**src/rtl/pipe_stage_pkg.sv**
```systemverilog
package pipe_stage_pkg;

  localparam int unsigned INSTR_W = 32;

  // Canonical no-op: add-immediate of zero into the zero register.
  localparam logic [INSTR_W-1:0] NOP_WORD = 32'h0000_0013;

  typedef logic [INSTR_W-1:0] instr_t;

  // What the storage does at the next edge.
  typedef enum logic [1:0] {
    ACT_HOLD = 2'd0,
    ACT_LOAD = 2'd1,
    ACT_KILL = 2'd2
  } stage_act_e;

endpackage

```
**src/rtl/psr_bubble_detect.sv**
```systemverilog
module psr_bubble_detect
  import pipe_stage_pkg::*;
(
  input  logic   pkt_valid,
  input  instr_t pkt_instr,
  output logic   pkt_bubble
);

  logic is_noop;

  assign is_noop    = (pkt_instr == NOP_WORD);
  assign pkt_bubble = !pkt_valid || is_noop;

endmodule

```
**src/rtl/psr_ctrl.sv**
```systemverilog
module psr_ctrl
  import pipe_stage_pkg::*;
(
  input  logic       dn_stall,
  input  logic       flush,
  input  logic       held_bubble,
  output logic       up_stall,
  output stage_act_e act
);

  // A held bubble is never worth waiting for: let it be overwritten.
  assign up_stall = dn_stall && !held_bubble;

  always_comb begin
    if (flush)         act = ACT_KILL;
    else if (up_stall) act = ACT_HOLD;
    else               act = ACT_LOAD;
  end

endmodule

```
**src/rtl/psr_data_reg.sv**
```systemverilog
module psr_data_reg
  import pipe_stage_pkg::*;
#(
  parameter int unsigned PAYLOAD_W      = 32,
  parameter bit          SCRUB_ON_FLUSH = 1'b1
) (
  input  logic                 clk,
  input  logic                 rst_n,
  input  stage_act_e           act,
  input  logic                 in_valid,
  input  instr_t               in_instr,
  input  logic [PAYLOAD_W-1:0] in_payload,
  output logic                 q_valid,
  output instr_t               q_instr,
  output logic [PAYLOAD_W-1:0] q_payload
);

  instr_t kill_instr;

  generate
    if (SCRUB_ON_FLUSH) begin : g_scrub
      assign kill_instr = NOP_WORD;
    end else begin : g_keep
      assign kill_instr = q_instr;
    end
  endgenerate

  always_ff @(posedge clk) begin
    if (!rst_n) begin
      q_valid   <= 1'b0;
      q_instr   <= NOP_WORD;
      q_payload <= '0;
    end else begin
      unique case (act)
        ACT_LOAD: begin
          q_valid   <= in_valid;
          q_instr   <= in_instr;
          q_payload <= in_payload;
        end
        ACT_KILL: begin
          q_valid <= 1'b0;
          q_instr <= kill_instr;
        end
        default: begin
          q_valid   <= q_valid;
          q_instr   <= q_instr;
          q_payload <= q_payload;
        end
      endcase
    end
  end

endmodule

```
**src/rtl/pipe_stage_reg.sv**
```systemverilog
module pipe_stage_reg
  import pipe_stage_pkg::*;
#(
  parameter int unsigned PAYLOAD_W      = 32,
  parameter bit          SCRUB_ON_FLUSH = 1'b1
) (
  input  logic                 clk,
  input  logic                 rst_n,
  input  logic                 up_valid,
  input  logic [31:0]          up_instr,
  input  logic [PAYLOAD_W-1:0] up_payload,
  output logic                 up_stall,
  input  logic                 flush,
  input  logic                 dn_stall,
  output logic                 dn_valid,
  output logic [31:0]          dn_instr,
  output logic [PAYLOAD_W-1:0] dn_payload,
  output logic                 dn_bubble
);

  stage_act_e act;
  logic       held_bubble;

  psr_ctrl u_ctrl (
    .dn_stall    (dn_stall),
    .flush       (flush),
    .held_bubble (held_bubble),
    .up_stall    (up_stall),
    .act         (act)
  );

  psr_data_reg #(
    .PAYLOAD_W      (PAYLOAD_W),
    .SCRUB_ON_FLUSH (SCRUB_ON_FLUSH)
  ) u_data (
    .clk        (clk),
    .rst_n      (rst_n),
    .act        (act),
    .in_valid   (up_valid),
    .in_instr   (up_instr),
    .in_payload (up_payload),
    .q_valid    (dn_valid),
    .q_instr    (dn_instr),
    .q_payload  (dn_payload)
  );

  psr_bubble_detect u_bub (
    .pkt_valid  (dn_valid),
    .pkt_instr  (dn_instr),
    .pkt_bubble (held_bubble)
  );

  assign dn_bubble = held_bubble;

endmodule

```
**config.mk**
```make
export PLATFORM = sky130hd
export DESIGN_NAME = pipe_stage_reg
export DESIGN_NICKNAME = d
export VERILOG_FILES = /design/src/rtl/pipe_stage_pkg.sv /design/src/rtl/psr_bubble_detect.sv /design/src/rtl/psr_ctrl.sv /design/src/rtl/psr_data_reg.sv /design/src/rtl/pipe_stage_reg.sv
export SDC_FILE = /design/constraint.sdc
export NUM_CORES = 1
export LEC_CHECK = 0
export BUFFER_PORTS_ARGS = -buffer_cell sky130_fd_sc_hd__buf_4
export CAP_MARGIN = 20
export CORE_MARGIN = 3
export CORE_UTILIZATION = 40
export DETAILED_ROUTE_END_ITERATION = 16
export GPL_ROUTABILITY_DRIVEN = 0
export GPL_TIMING_DRIVEN = 1
export PLACE_DENSITY_LB_ADDON = 0.15
export SETUP_SLACK_MARGIN = 0.15
export SYNTH_ARGS = -nofsm -noshare
export SYNTH_HDL_FRONTEND = slang
export SYNTH_HIERARCHICAL = 1
export SYNTH_SLANG_ARGS = --single-unit
```
**constraint.sdc**
```tcl
create_clock -name clk -period 2.02 [get_ports clk]
set_input_delay 0.202 -clock clk [delete_from_list [all_inputs] [get_ports clk]]
set_output_delay 0.202 -clock clk [all_outputs]
set_load 0.02 [all_outputs]
```
After elaboration in Yosys (flattened, before gate mapping)
Index checks and enable logic that the tools add are counted.
{"block": "totals", "output_inout_bits": 67, "register_bits": 65, "word_cells": 15}
{"block": "op_classes", "n_eq_ne": 3, "n_reduce_logical": 5, "muxes": 4}
{"operator": "$pmux 32 s2", "n": 1}
{"operator": "$eq 32x5->1 const B", "n": 1}
{"operator": "$eq 2x1->1 const B", "n": 1}
{"operator": "$eq 2x2->1 const B", "n": 1}
{"operator": "$logic_not 1->1", "n": 2}
{"operator": "$mux 2", "n": 1}
{"operator": "$pmux 1 s2", "n": 1}
{"operator": "$reduce_bool 2->1", "n": 1}
{"operator": "$logic_and 1x1->1", "n": 1}
{"operator": "$logic_or 1x1->1", "n": 1}
{"operator": "$mux 1", "n": 1}

Depth between registers and ports, before layout
Gate-level depths: netlist of run 1.
{"block": "depth", "word_depth": 8, "depth_mapped": 11, "ltp_nobuf": 9}

Cells and area by module
The synthesis of run 1 kept the hierarchy.
{"mod": "psr_data_reg", "n_inst": 1, "area_each_um2": 2506.2, "cells_each": 253}
{"mod": "psr_bubble_detect", "n_inst": 1, "area_each_um2": 96.3, "cells_each": 11}
{"mod": "psr_ctrl", "n_inst": 1, "area_each_um2": 27.5, "cells_each": 3}

Worst setup path before layout of run 1
OpenSTA, ideal clock, no wires.
{"block": "synth_timing", "path_type": "reg-to-reg", "startpoint": "reg u_data.q_instr[26]", "endpoint": "reg u_data.q_instr[16]", "setup_time_ns": 0.067, "t_arrival_ns": 2.437, "path_stages_with_launch": 12, "n_path_buf": 2, "synth_period_minus_slack_ns": 2.504, "setup_slack_ns": -0.484, "t_required_ns": 1.953, "cell_sequence": "dfxtp_1 nor4_2 nand4_1 o21ai_1 nor2b_4 nor2_2 inv_1 ha_1 or2_4 buf_6 buf_12 o21ai_2"}
{"block": "synth_between", "elab_chain_len": 8}
{"item": "start, declared", "line_no": "psr_data_reg.sv:14", "source": "output instr_t q_instr,"}
{"item": "start signal, assigned", "line_no": "psr_data_reg.sv:37", "source": "q_instr <= in_instr;"}
{"item": "start signal, assigned", "line_no": "psr_data_reg.sv:42", "source": "q_instr <= kill_instr;"}
{"item": "start signal, assigned", "line_no": "psr_data_reg.sv:46", "source": "q_instr <= q_instr;"}
{"item": "$eq 32x5->1 *", "line_no": "psr_bubble_detect.sv:11", "source": "assign is_noop = (pkt_instr == NOP_WORD);"}
{"item": "$logic_or 1x1->1 *", "line_no": "psr_bubble_detect.sv:12", "source": "assign pkt_bubble = !pkt_valid || is_noop;"}
{"item": "named net dn_bubble", "line_no": "pipe_stage_reg.sv:18", "source": "output logic dn_bubble"}
{"item": "$logic_not 1->1 *", "line_no": "psr_ctrl.sv:12", "source": "assign up_stall = dn_stall && !held_bubble;"}
{"item": "$logic_and 1x1->1 *", "line_no": "psr_ctrl.sv:12"}
{"item": "named net up_stall", "line_no": "pipe_stage_reg.sv:12", "source": "output logic up_stall,"}
{"item": "$mux 1 *", "line_no": "psr_ctrl.sv:16", "source": "else if (up_stall) act = ACT_HOLD;"}
{"item": "$mux 2 *", "line_no": "psr_ctrl.sv:15", "source": "if (flush) act = ACT_KILL;"}
{"item": "named net act[0]", "line_no": "pipe_stage_reg.sv:21", "source": "stage_act_e act;"}
{"item": "$eq 2x2->1 or $eq 2x1->1 (tied branches)", "line_no": "psr_data_reg.sv:34", "source": "unique case (act)"}
{"item": "$pmux 32 s2 or $reduce_bool 2->1 (tied branches)"}
The timed path passes the listed nets; every way through them passes the cells marked *.
A chain may end at the register's enable or synchronous reset.

Final worst setup path of run 1
{"block": "layout_timing", "startpoint": "reg u_data.q_instr[17]", "endpoint": "reg u_data.q_instr[30]"}
{"block": "layout_between", "elab_chain_len": 8}
{"item": "$eq 32x5->1 *", "line_no": "psr_bubble_detect.sv:11"}
{"item": "$logic_or 1x1->1 *", "line_no": "psr_bubble_detect.sv:12"}
{"item": "$logic_not 1->1 *", "line_no": "psr_ctrl.sv:12"}
{"item": "$logic_and 1x1->1 *", "line_no": "psr_ctrl.sv:12"}
{"item": "$mux 1 *", "line_no": "psr_ctrl.sv:16"}
{"item": "$mux 2 *", "line_no": "psr_ctrl.sv:15"}
{"item": "named net act[0]", "line_no": "pipe_stage_reg.sv:21"}
{"item": "$eq 2x2->1 or $eq 2x1->1 (tied branches)", "line_no": "psr_data_reg.sv:34"}
{"item": "$pmux 32 s2 or $reduce_bool 2->1 (tied branches)"}
Marks and branches as above.

==> results of run 1 <==
==> how the worst max path moves through the flow <==
stage | startpoint | slack (ns) | endpoint | cells after the start
finish | u_data/q_instr[17] | -0.12 | u_data/q_instr[30] | 9
global route | u_data/q_instr[17] | -0.20 | u_data/q_instr[30] | 9
CTS | u_data/q_instr[24] | -0.14 | u_data/q_instr[30] | 9
detailed placement | u_data/q_instr[18] | -0.30 | u_data/q_instr[7] | 9
global placement | u_data/q_instr[18] | -0.25 | u_data/q_instr[12] | 9
floorplan | u_data/q_instr[17] | -0.23 | u_data/q_instr[30] | 10
==> layer usage <==
metal	up-vias	global-route usage (%)	part of all wire [%]
met1	1138	24.7	42
met4	0	8.92	1.7
met2	91	33.2	48
met3	12	4.07	7.6
li1	1260	-	-
met5	-	0	0
==> per-stage QoR <==
| step | instances | setup TNS [ns] | area, um^2 |
|---|---|---|---|
| after CTS | 519 | -4.45 | 4320 |
| after global placement | 493 | -8.25 | 3940 |
| after global routing | 523 | -9.03 | 4480 |
| final | 523 | -3.01 | 4480 |
| after detailed placement | 493 | -10.06 | 3940 |
| after floorplan | 267 | -6.39 | 2700 |
==> area by class of cell <==
cell class | count | area (um^2)
Fill cell | 478 | 1660
Timing Repair Buffer | 186 | 1510
Multi-Input combinational cell | 179 | 1350
Inverter | 2 | 7.51
Tap cell | 75 | 93.8
Clock buffer | 13 | 149
Clock inverter | 3 | 40.0
Sequential cell | 65 | 1320
==> worst reg2reg max path: cells and delay by family, from the launching register on <==
| kind | cells | cell delay, ns |
|---|---|---|
| adders and majority gates | 1 | 0.30 |
| and+or+nand+nor | 5 | 0.90 |
| AOI/OAI and AO/OA | 2 | 0.44 |
| DFF | 1 | 0.35 |
| buffers and inverters | 1 | 0.06 |
==> flip-flops by register name, summed over array words and instances (netlist names) <==
signal,cells
u_data/q_instr,32
u_data/q_valid,1
u_data/q_payload,32
==> power by group through the flow <==
| stage | clock (mW) | sequential (mW) | combinational, mW |
|---|---|---|---|
| final | 1.06 | 1.43 | 0.838 |
| after global routing | 1.13 | 1.44 | 0.895 |
| after CTS | 1.09 | 1.42 | 0.794 |
| after detailed placement | 0 | 1.45 | 0.728 |
| after global placement | 0 | 1.44 | 0.719 |
| after floorplan | 0 | 1.55 | 0.281 |
==> cells by family (layout without fill, tap and decap cells) <==
logic type                 count (synthesis)  count (layout)  synth area share (%)
AOI/OAI and AO/OA                         34              34                  8.04
muxes                                     32              32                  12.2
adders and majority gates                  2               2                 0.951
and+or+nand+nor                          110             111                  23.6
buffers and inverters                     24             204                  5.76
DFF                                       65              65                  49.5
==> cell usage in the layout, fill, tap and decap left out <==
master / n
buf_4: 172
dfxtp_1: 52
nor2b_1: 32
nand2_1: 29
nand3_1: 29
mux2i_1: 26
o21ai_1: 20
o21ai_2: 12
dfxtp_2: 12
clkbuf_8: 10
buf_6: 9
mux2i_2: 5
nor4_2: 4
clkbuf_1: 3
nor4_4: 3
nor2b_4: 3
nor3_2: 3
clkinv_2: 2
or2_4: 2
buf_16: 2
buf_12: 2
nand4_1: 2
ha_4: 2
bufinv_16: 1
clkbuf_16: 1
and4b_1: 1
o21ai_4: 1
nor2_4: 1
inv_2: 1
nor2b_2: 1
mux2i_4: 1
and4bb_2: 1
a31o_4: 1
inv_1: 1
dfxtp_4: 1
==> timing repair <==
item / 4_1_cts / 5_1_grt
setup endpoints to repair: 67 / 67
hold buffers: 0 / 0
cloned: 3 / 1
gates resized for setup: 23 / 28
pin swaps: 13 / 4
buffers inserted: 7 / 3
==> results.sh, run 1 <==
export IMPL_status="complete, but fails checks"
export IMPL_failed_checks="negative setup slack"
export IMPL_seq_area_frac_synth_pct=49.5
export IMPL_die_w_um=87.1
export IMPL_floorplan_initialDensity_pct=42.9
export IMPL_grt_use_total_pct=19.9
export IMPL_ys_ff_latch=65
export IMPL_min_period_over_period_pct=106
export IMPL_finalPower_mw=3.33
export IMPL_first_pass_iters=4
export IMPL_grt_pass1_wl_mm=11.7
export IMPL_final_max_slew_viol_count=0
export IMPL_synthTopCellsByCount="65 x dfxtp_1, 35 x nor2b_1, 32 x mux2i_1"
export IMPL_critPathArrivalTime_ns=2.37
export IMPL_crit_fanout=7
export IMPL_crit_family="simple AND/OR/NAND/NOR gates"
export IMPL_clock_path_buffers=2
export IMPL_hpwl_mm=5.22
export IMPL_pwr_share_comb_pct=25.2
export IMPL_post_route_min_period_ns=2.14
export IMPL_drc_errors=0
export IMPL_pin_count=136
export IMPL_reg2reg_from="u_data/q_instr[17]"
export IMPL_holdPathStages=3
export IMPL_max_slew_margin_pct=53.7
export IMPL_p_int_mw=2.42
export IMPL_place_ws_ns=-0.297
export IMPL_cpPeakStageDelay_ns=0.35
export IMPL_peakVddDrop_mv=0.555
export IMPL_worstPathRequired_ns=2.25
export IMPL_via_per_inst=4.78
export IMPL_synthFlopType="dfxtp_1"
export IMPL_synth_top_area_share_pct=49.5
export IMPL_path_clk_slew_ns=0.07
export IMPL_p_seq_share_pct=43.0
export IMPL_die_area_um2=7580
export IMPL_syn_to_final_growth_pct=70.2
export IMPL_cts_max_level=3
export IMPL_wirelength_mm=7.87
export IMPL_whs_ns=0.100
export IMPL_syn_avg_cell_area_um2=9.85
export IMPL_fin_worst_skew_ns=0.0104
export IMPL_wl_per_cell_um=15.1
export IMPL_synth_cell_types=25
export IMPL_yosysMostFrequentCell="dfxtp_1"
export IMPL_synth_warnings=6
export IMPL_synth_area_leaders="dfxtp_1 49%, mux2i_1 12%, nor2b_1 8.3%, nand3_1 5.5%, o21ai_0 4.2%"
export IMPL_swShare_pct=27.3
export IMPL_cpMaxStageDelayCell="dfxtp_4"
export IMPL_critPathKind="reg -> reg"
export IMPL_grt_max_degree=75
export IMPL_synth_edf_count=0
export IMPL_ant_nets=0
export IMPL_async_flop_share_pct=0
export IMPL_coreArea_um2=6130
export IMPL_holdCritPathClass="in -> reg"
export IMPL_cts_tree="done"
export IMPL_root_buffer="clkbuf_8"
export IMPL_cp_end_kind="flop"
export IMPL_rrSetupSlack_ns=-0.12
export IMPL_clock_sinks=65
export IMPL_fp_dieH_um=87.1
export IMPL_reg2reg_depth=9
export IMPL_postLayoutCoreUtil_pct=73.0
export IMPL_timing_rr_end="u_data/q_instr[30]"
export IMPL_holdPathEnd="u_data/q_instr[10]"
export IMPL_path_buf_inv=1
export IMPL_synth_area_um2=2630
export IMPL_grt_pass1_vias=2468
export IMPL_antenna_found_initial=0
export IMPL_cts_buffers=9
export IMPL_port_buffers=135
export IMPL_clkLatencyLatePin_ns=0.34
export IMPL_syn_num_nets=338
export IMPL_diodes=0
export IMPL_hp_start="up_instr[10]"
export IMPL_power_density_nw_per_um2=744
export IMPL_cp_start_kind="flop"
export IMPL_drtIter0Drc=64
export IMPL_clockPowerShare_pct=31.8
export IMPL_dr_total_vias=2501
export IMPL_hold_viol=0
export IMPL_yosys_area_top_type="dfxtp_1"
export IMPL_rsz0062_at_grt="true"
export IMPL_final_nets=514
export IMPL_cap_violations=0
export IMPL_final_setup_viol_count=61
export IMPL_worst_pin_slew_ns=0.695
export IMPL_crit_chain="nor4_2 -> nand4_1 -> o21ai_4 -> nor2b_4 -> nor2_4 -> inv_2 -> ha_4 -> and4bb_2 -> a31o_4"
export IMPL_fp_row_count=28
export IMPL_syn_inst=267
export IMPL_p_switching_mw=0.910
export IMPL_max_freq_ghz=0.467
export IMPL_layout_setup_ws_ns=-0.122
export IMPL_grt_ovfl_total=0
export IMPL_p_leak_nw=2.02
export IMPL_drive_gt1_share_pct=56.5
(Power assumes the default switching activity.)
==> inputs of run 2 (changes only) <==
==> constraint.sdc (replaced) <==
create_clock -name clk -period 2.02 [get_ports clk]
set_input_delay 0 -clock clk [delete_from_list [all_inputs] [get_ports clk]]
set_output_delay 0 -clock clk [all_outputs]
set_load 0.02 [all_outputs]
==> run 2 against run 1 <==
  * The run still ends with negative setup slack left
  * Worst hold slack worse by 0.013 ns
  * Cell area up 12%
  * Final cell count up 11%
  * Flip-flop and latch count unchanged
  * Worst setup slack worse by 0.12 ns
  * Sequential share of layout area down 3.2 points
==> results.sh, run 2 (synthesis gave the netlist of run 1 again) <==
export IMPL_cp_end_kind="flop"
export IMPL_whs_ns=0.0869
export IMPL_worst_pin_slew_ns=0.839
export IMPL_final_area_um2=5030
export IMPL_grt_max_degree=96
export IMPL_grt_ovfl_total=0
export IMPL_via_per_inst=4.88
export IMPL_root_buffer="clkbuf_8"
export IMPL_wl_per_cell_um=15.8
export IMPL_nFillCells=367
export IMPL_failed_checks="negative setup slack"
export IMPL_first_pass_iters=4
export IMPL_wirelength_mm=9.21
export IMPL_fin_worst_skew_ns=0.00446
export IMPL_final_nets=573
export IMPL_final_setup_viol_count=65
export IMPL_crit_fanout=13
export IMPL_top_regs="u_data/q_instr (32), u_data/q_payload (32), u_data/q_valid (1)"
export IMPL_coreArea_um2=6130
export IMPL_grt_use_total_pct=23.2
export IMPL_final_max_slew_viol_count=0
export IMPL_pin_count=136
export IMPL_placed_cell_area_um2=3960
export IMPL_ant_nets=0
export IMPL_max_freq_ghz=0.442
export IMPL_path_clk_slew_ns=0.07
export IMPL_diodes=0
export IMPL_worstPathRequired_ns=2.23
export IMPL_min_period_over_period_pct=112
export IMPL_critPathKind="reg -> reg"
export IMPL_status="complete, but fails checks"
export IMPL_peakVddDrop_mv=0.460
export IMPL_grt_pass1_wl_mm=13.6
export IMPL_fp_row_count=28
export IMPL_max_slew_margin_pct=44.1
export IMPL_layout_setup_ws_ns=-0.244
export IMPL_syn_to_final_growth_pct=91.4
export IMPL_cap_violations=0
export IMPL_hpwl_mm=5.13
export IMPL_dr_total_vias=2838
export IMPL_p_leak_nw=2.25
export IMPL_ff_latch_area_um2=1320
export IMPL_final_cells=582
export IMPL_cts_buffers=9
export IMPL_cp_start_kind="flop"
export IMPL_power_density_nw_per_um2=665
export IMPL_multi_input_area_um2=1370
export IMPL_holdCritPathClass="in -> reg"
export IMPL_post_route_min_period_ns=2.26
export IMPL_rsz0062_at_grt="true"
export IMPL_drtIter0Drc=122
export IMPL_floorplan_initialDensity_pct=42.9
export IMPL_grt_pass1_vias=2916
export IMPL_postLayoutCoreUtil_pct=82.1
export IMPL_fin_setup_tns_ns=-7.84
export IMPL_clock_path_buffers=2
export IMPL_fp_dieH_um=87.1
export IMPL_critPathArrivalTime_ns=2.48
export IMPL_clkLatencyLatePin_ns=0.33
export IMPL_die_w_um=87.1
export IMPL_hold_viol=0
export IMPL_place_ws_ns=-0.302
export IMPL_port_buffers=135
export IMPL_die_area_um2=7580
export IMPL_drc_errors=0
export IMPL_dp_cells=494
export IMPL_cts_tree="done"
export IMPL_layout_common_cells="173 x buf_4, 64 x dlygate4sd3_1, 51 x dfxtp_1"
export IMPL_finalPower_mw=3.35
export IMPL_antenna_found_initial=0
export IMPL_drive_gt1_share_pct=49.5
export IMPL_clock_sinks=65
export IMPL_cts_max_level=3
export IMPL_mostFrequentLayoutCell="buf_4"
[run 2: where the power goes]
group	leakage [nW]	internal (mW)	switching, mW
clock	0.0932	0.507	0.454
sequential	0.536	1.37	0.0688
combinational	1.62	0.525	0.421
[run 2: cell type report]
class,count,share of cell area (%)
clock buffers,13,3.16
clock inverters,3,0.298
inverters,2,0.149
multi-input cells,180,27.3
flip-flops and latches,65,26.2
well taps,75,1.86
repair buffers,244,41.0
[run 2: metal layers]
| layer | up-vias | track usage, % | part of all wire [%] |
|---|---|---|---|
| li1 | 1385 | - | - |
| met4 | 0 | 11.2 | 2.6 |
| met5 | - | 0 | 0 |
| met1 | 1306 | 25.9 | 40 |
| met3 | 20 | 4.07 | 6.8 |
| met2 | 127 | 42.2 | 51 |
[run 2: worst max-delay path: stages (launching register included)]
cell and delay, ns:
dfxtp_2 0.34, nor4_2 0.33, nand4_1 0.21, o21ai_4 0.23, nor2b_4 0.07, nor2_4 0.11, buf_4 0.12, ha_4 0.19
clkbuf_16 0.20, mux2i_1 0.27, nor2b_1 0.08
[run 2: final timing paths]
kind	start	endpoint	slack (ns)	depth (start not counted)
max	u_data/q_instr[16]	u_data/q_payload[20]	-0.24	10
min	up_instr[30]	u_data/q_instr[30]	0.09	3
max reg2reg	u_data/q_instr[16]	u_data/q_payload[20]	-0.24	10
min reg2reg	u_data/q_instr[23]	u_data/q_instr[23]	0.52	2
[run 2: repair_timing]
item	CTS	global route
resized for setup	22	23
endpoints found under the hold margin	64	0
hold buffers	64	0
endpoints found under the setup margin	65	65
pin swaps	9	8
gates cloned	2	2
buffers inserted	2	2
==> inputs of run 3 (changes only) <==
--- a/config.mk
+++ b/config.mk
@@ -7,6 +7,7 @@
 export LEC_CHECK = 0
 export BUFFER_PORTS_ARGS = -buffer_cell sky130_fd_sc_hd__buf_4
 export CAP_MARGIN = 20
+export CORE_ASPECT_RATIO = 1.75
 export CORE_MARGIN = 3
 export CORE_UTILIZATION = 40
 export DETAILED_ROUTE_END_ITERATION = 16
@@ -14,6 +15,7 @@
 export GPL_TIMING_DRIVEN = 1
 export PLACE_DENSITY_LB_ADDON = 0.15
 export SETUP_SLACK_MARGIN = 0.15
+export SKIP_LAST_GASP = 1
 export SYNTH_ARGS = -nofsm -noshare
 export SYNTH_HDL_FRONTEND = slang
 export SYNTH_HIERARCHICAL = 1
==> run 3 against run 2 <==
  * The flow still finishes with violations (negative setup slack)
  * Cell area shrank 0.67%
  * Non-clock buffer count shrank 1
  * Clock power grew 18%
  * Routed wire length is the same
  * Fmax grew 0.27%
  * Total power grew 4.2%
  * Core utilization shrank 2.4 points
  * Highest routed layer unchanged
==> results.sh, run 3 (synthesis gave the netlist of run 1 again) <==
export IMPL_status="complete, but fails checks"
export IMPL_failed_checks="negative setup slack"
export IMPL_root_buffer="clkbuf_8"
export IMPL_path_clk_slew_ns=0.06
export IMPL_p_leak_nw=2.24
export IMPL_dr_total_vias=2824
export IMPL_die_w_um=67.3
export IMPL_clock_sinks=65
export IMPL_nFillCells=385
export IMPL_cts_buffers=9
export IMPL_coreArea_um2=6280
export IMPL_top_regs="u_data/q_instr (32), u_data/q_payload (32), u_data/q_valid (1)"
export IMPL_syn_to_final_growth_pct=90.1
export IMPL_clock_path_buffers=2
export IMPL_final_cells=585
export IMPL_pin_count=136
export IMPL_layout_common_cells="173 x buf_4, 64 x dlygate4sd3_1, 53 x dfxtp_1"
export IMPL_rsz0062_at_grt="true"
export IMPL_wirelength_mm=9.21
export IMPL_multi_input_area_um2=1290
export IMPL_fp_dieH_um=113
export IMPL_min_period_over_period_pct=112
export IMPL_via_per_inst=4.83
export IMPL_cp_end_kind="flop"
export IMPL_fp_row_count=38
export IMPL_place_ws_ns=-0.296
export IMPL_ff_latch_area_um2=1320
export IMPL_fin_setup_tns_ns=-7.36
export IMPL_antenna_found_initial=0
export IMPL_final_setup_viol_count=65
export IMPL_postLayoutCoreUtil_pct=79.7
export IMPL_grt_max_degree=68
export IMPL_worst_pin_slew_ns=0.624
export IMPL_cap_violations=0
export IMPL_post_route_min_period_ns=2.26
export IMPL_final_max_slew_viol_count=0
export IMPL_cts_tree="done"
export IMPL_port_buffers=135
export IMPL_drc_errors=0
export IMPL_cp_start_kind="flop"
export IMPL_grt_use_total_pct=24.1
export IMPL_grt_ovfl_total=0
export IMPL_grt_pass1_wl_mm=13.7
export IMPL_power_density_nw_per_um2=697
export IMPL_drtIter0Drc=133
export IMPL_floorplan_initialDensity_pct=41.9
export IMPL_drive_gt1_share_pct=46.7
export IMPL_critPathArrivalTime_ns=2.48
export IMPL_crit_fanout=7
export IMPL_grt_pass1_vias=2945
export IMPL_hpwl_mm=5.57
export IMPL_layout_setup_ws_ns=-0.237
export IMPL_diodes=0
export IMPL_clkLatencyLatePin_ns=0.34
export IMPL_die_area_um2=7620
export IMPL_final_nets=571
export IMPL_fin_worst_skew_ns=0.00601
export IMPL_peakVddDrop_mv=0.449
export IMPL_holdCritPathClass="in -> reg"
export IMPL_first_pass_iters=6
export IMPL_hold_viol=0
export IMPL_dp_cells=499
export IMPL_finalPower_mw=3.49
export IMPL_ant_nets=0
export IMPL_mostFrequentLayoutCell="buf_4"
export IMPL_cts_max_level=3
export IMPL_worstPathRequired_ns=2.25
export IMPL_max_freq_ghz=0.443
export IMPL_max_slew_margin_pct=58.4
export IMPL_wl_per_cell_um=15.7
export IMPL_critPathKind="reg -> reg"
==> run 3: cell types whose count changed in the layout (fill, tap and decap cells not counted), sizes merged <==
cell and change:
or2 -1, bufinv +1, clkinv -2
==> run 3: critical path: stages, from the launching register on <==
cell       delay (ns)
dfxtp_2          0.32
nor4_1           0.34
nand4_1          0.21
o21ai_4          0.22
nor2b_4          0.06
nor2_4           0.11
buf_4            0.12
ha_4             0.21
clkbuf_16        0.19
mux2i_1          0.27
nor2b_1          0.08
==> run 3: power by group <==
part           switching [mW]  total [mW]  leakage [nW]  internal (mW)
logic                   0.411       0.921          1.60          0.510
registers              0.0611        1.43         0.535           1.37
clock network           0.465        1.13         0.107          0.670
total                   0.937        3.49          2.24           2.55
==> run 3: cell type report <==
class	instances	area share (%)
Clock buffer	14	3.45
Inverter	2	0.150
Sequential cell	65	26.4
Tap cell	80	2.00
Clock inverter	2	0.701
Multi-Input combinational cell	179	25.9
Timing Repair Buffer	243	41.4
==> run 3: final timing paths <==
kind / from / to / slack, ns / cells after the start
setup / recovery: u_data/q_instr[12] / u_data/q_payload[11] / -0.24 / 10
hold / removal: up_instr[30] / u_data/q_instr[30] / 0.11 / 3
hold reg to reg: u_data/q_payload[4] / u_data/q_payload[4] / 0.53 / 2
setup reg to reg: u_data/q_instr[12] / u_data/q_payload[11] / -0.24 / 10
==> run 3: repair_timing <==
item	in CTS	in global routing
hold endpoints to repair	64	0
hold buffers	64	0
setup buffers	3	0
endpoints found under the setup margin	65	65
cloned	2	1
pin swaps	3	1
resized for setup	10	10
==> run 3: layer usage <==
metal | up-vias | share of wire [%] | global-route usage, %
met5 | - | 0 | 0
met4 | 0 | 2.8 | 11.4
met1 | 1322 | 35 | 23.3
met3 | 22 | 5.7 | 6.65
met2 | 104 | 56 | 44.9
li1 | 1376 | - | -
==> run 3: metrics by stage <==
step                area, um^2  hold slack (ns)
finish                    5000            0.110
global route              5000            0.106
CTS                       4940           0.0875
detailed placement        3970            0.259
global placement          3970            0.247
floorplan                 2700            0.130
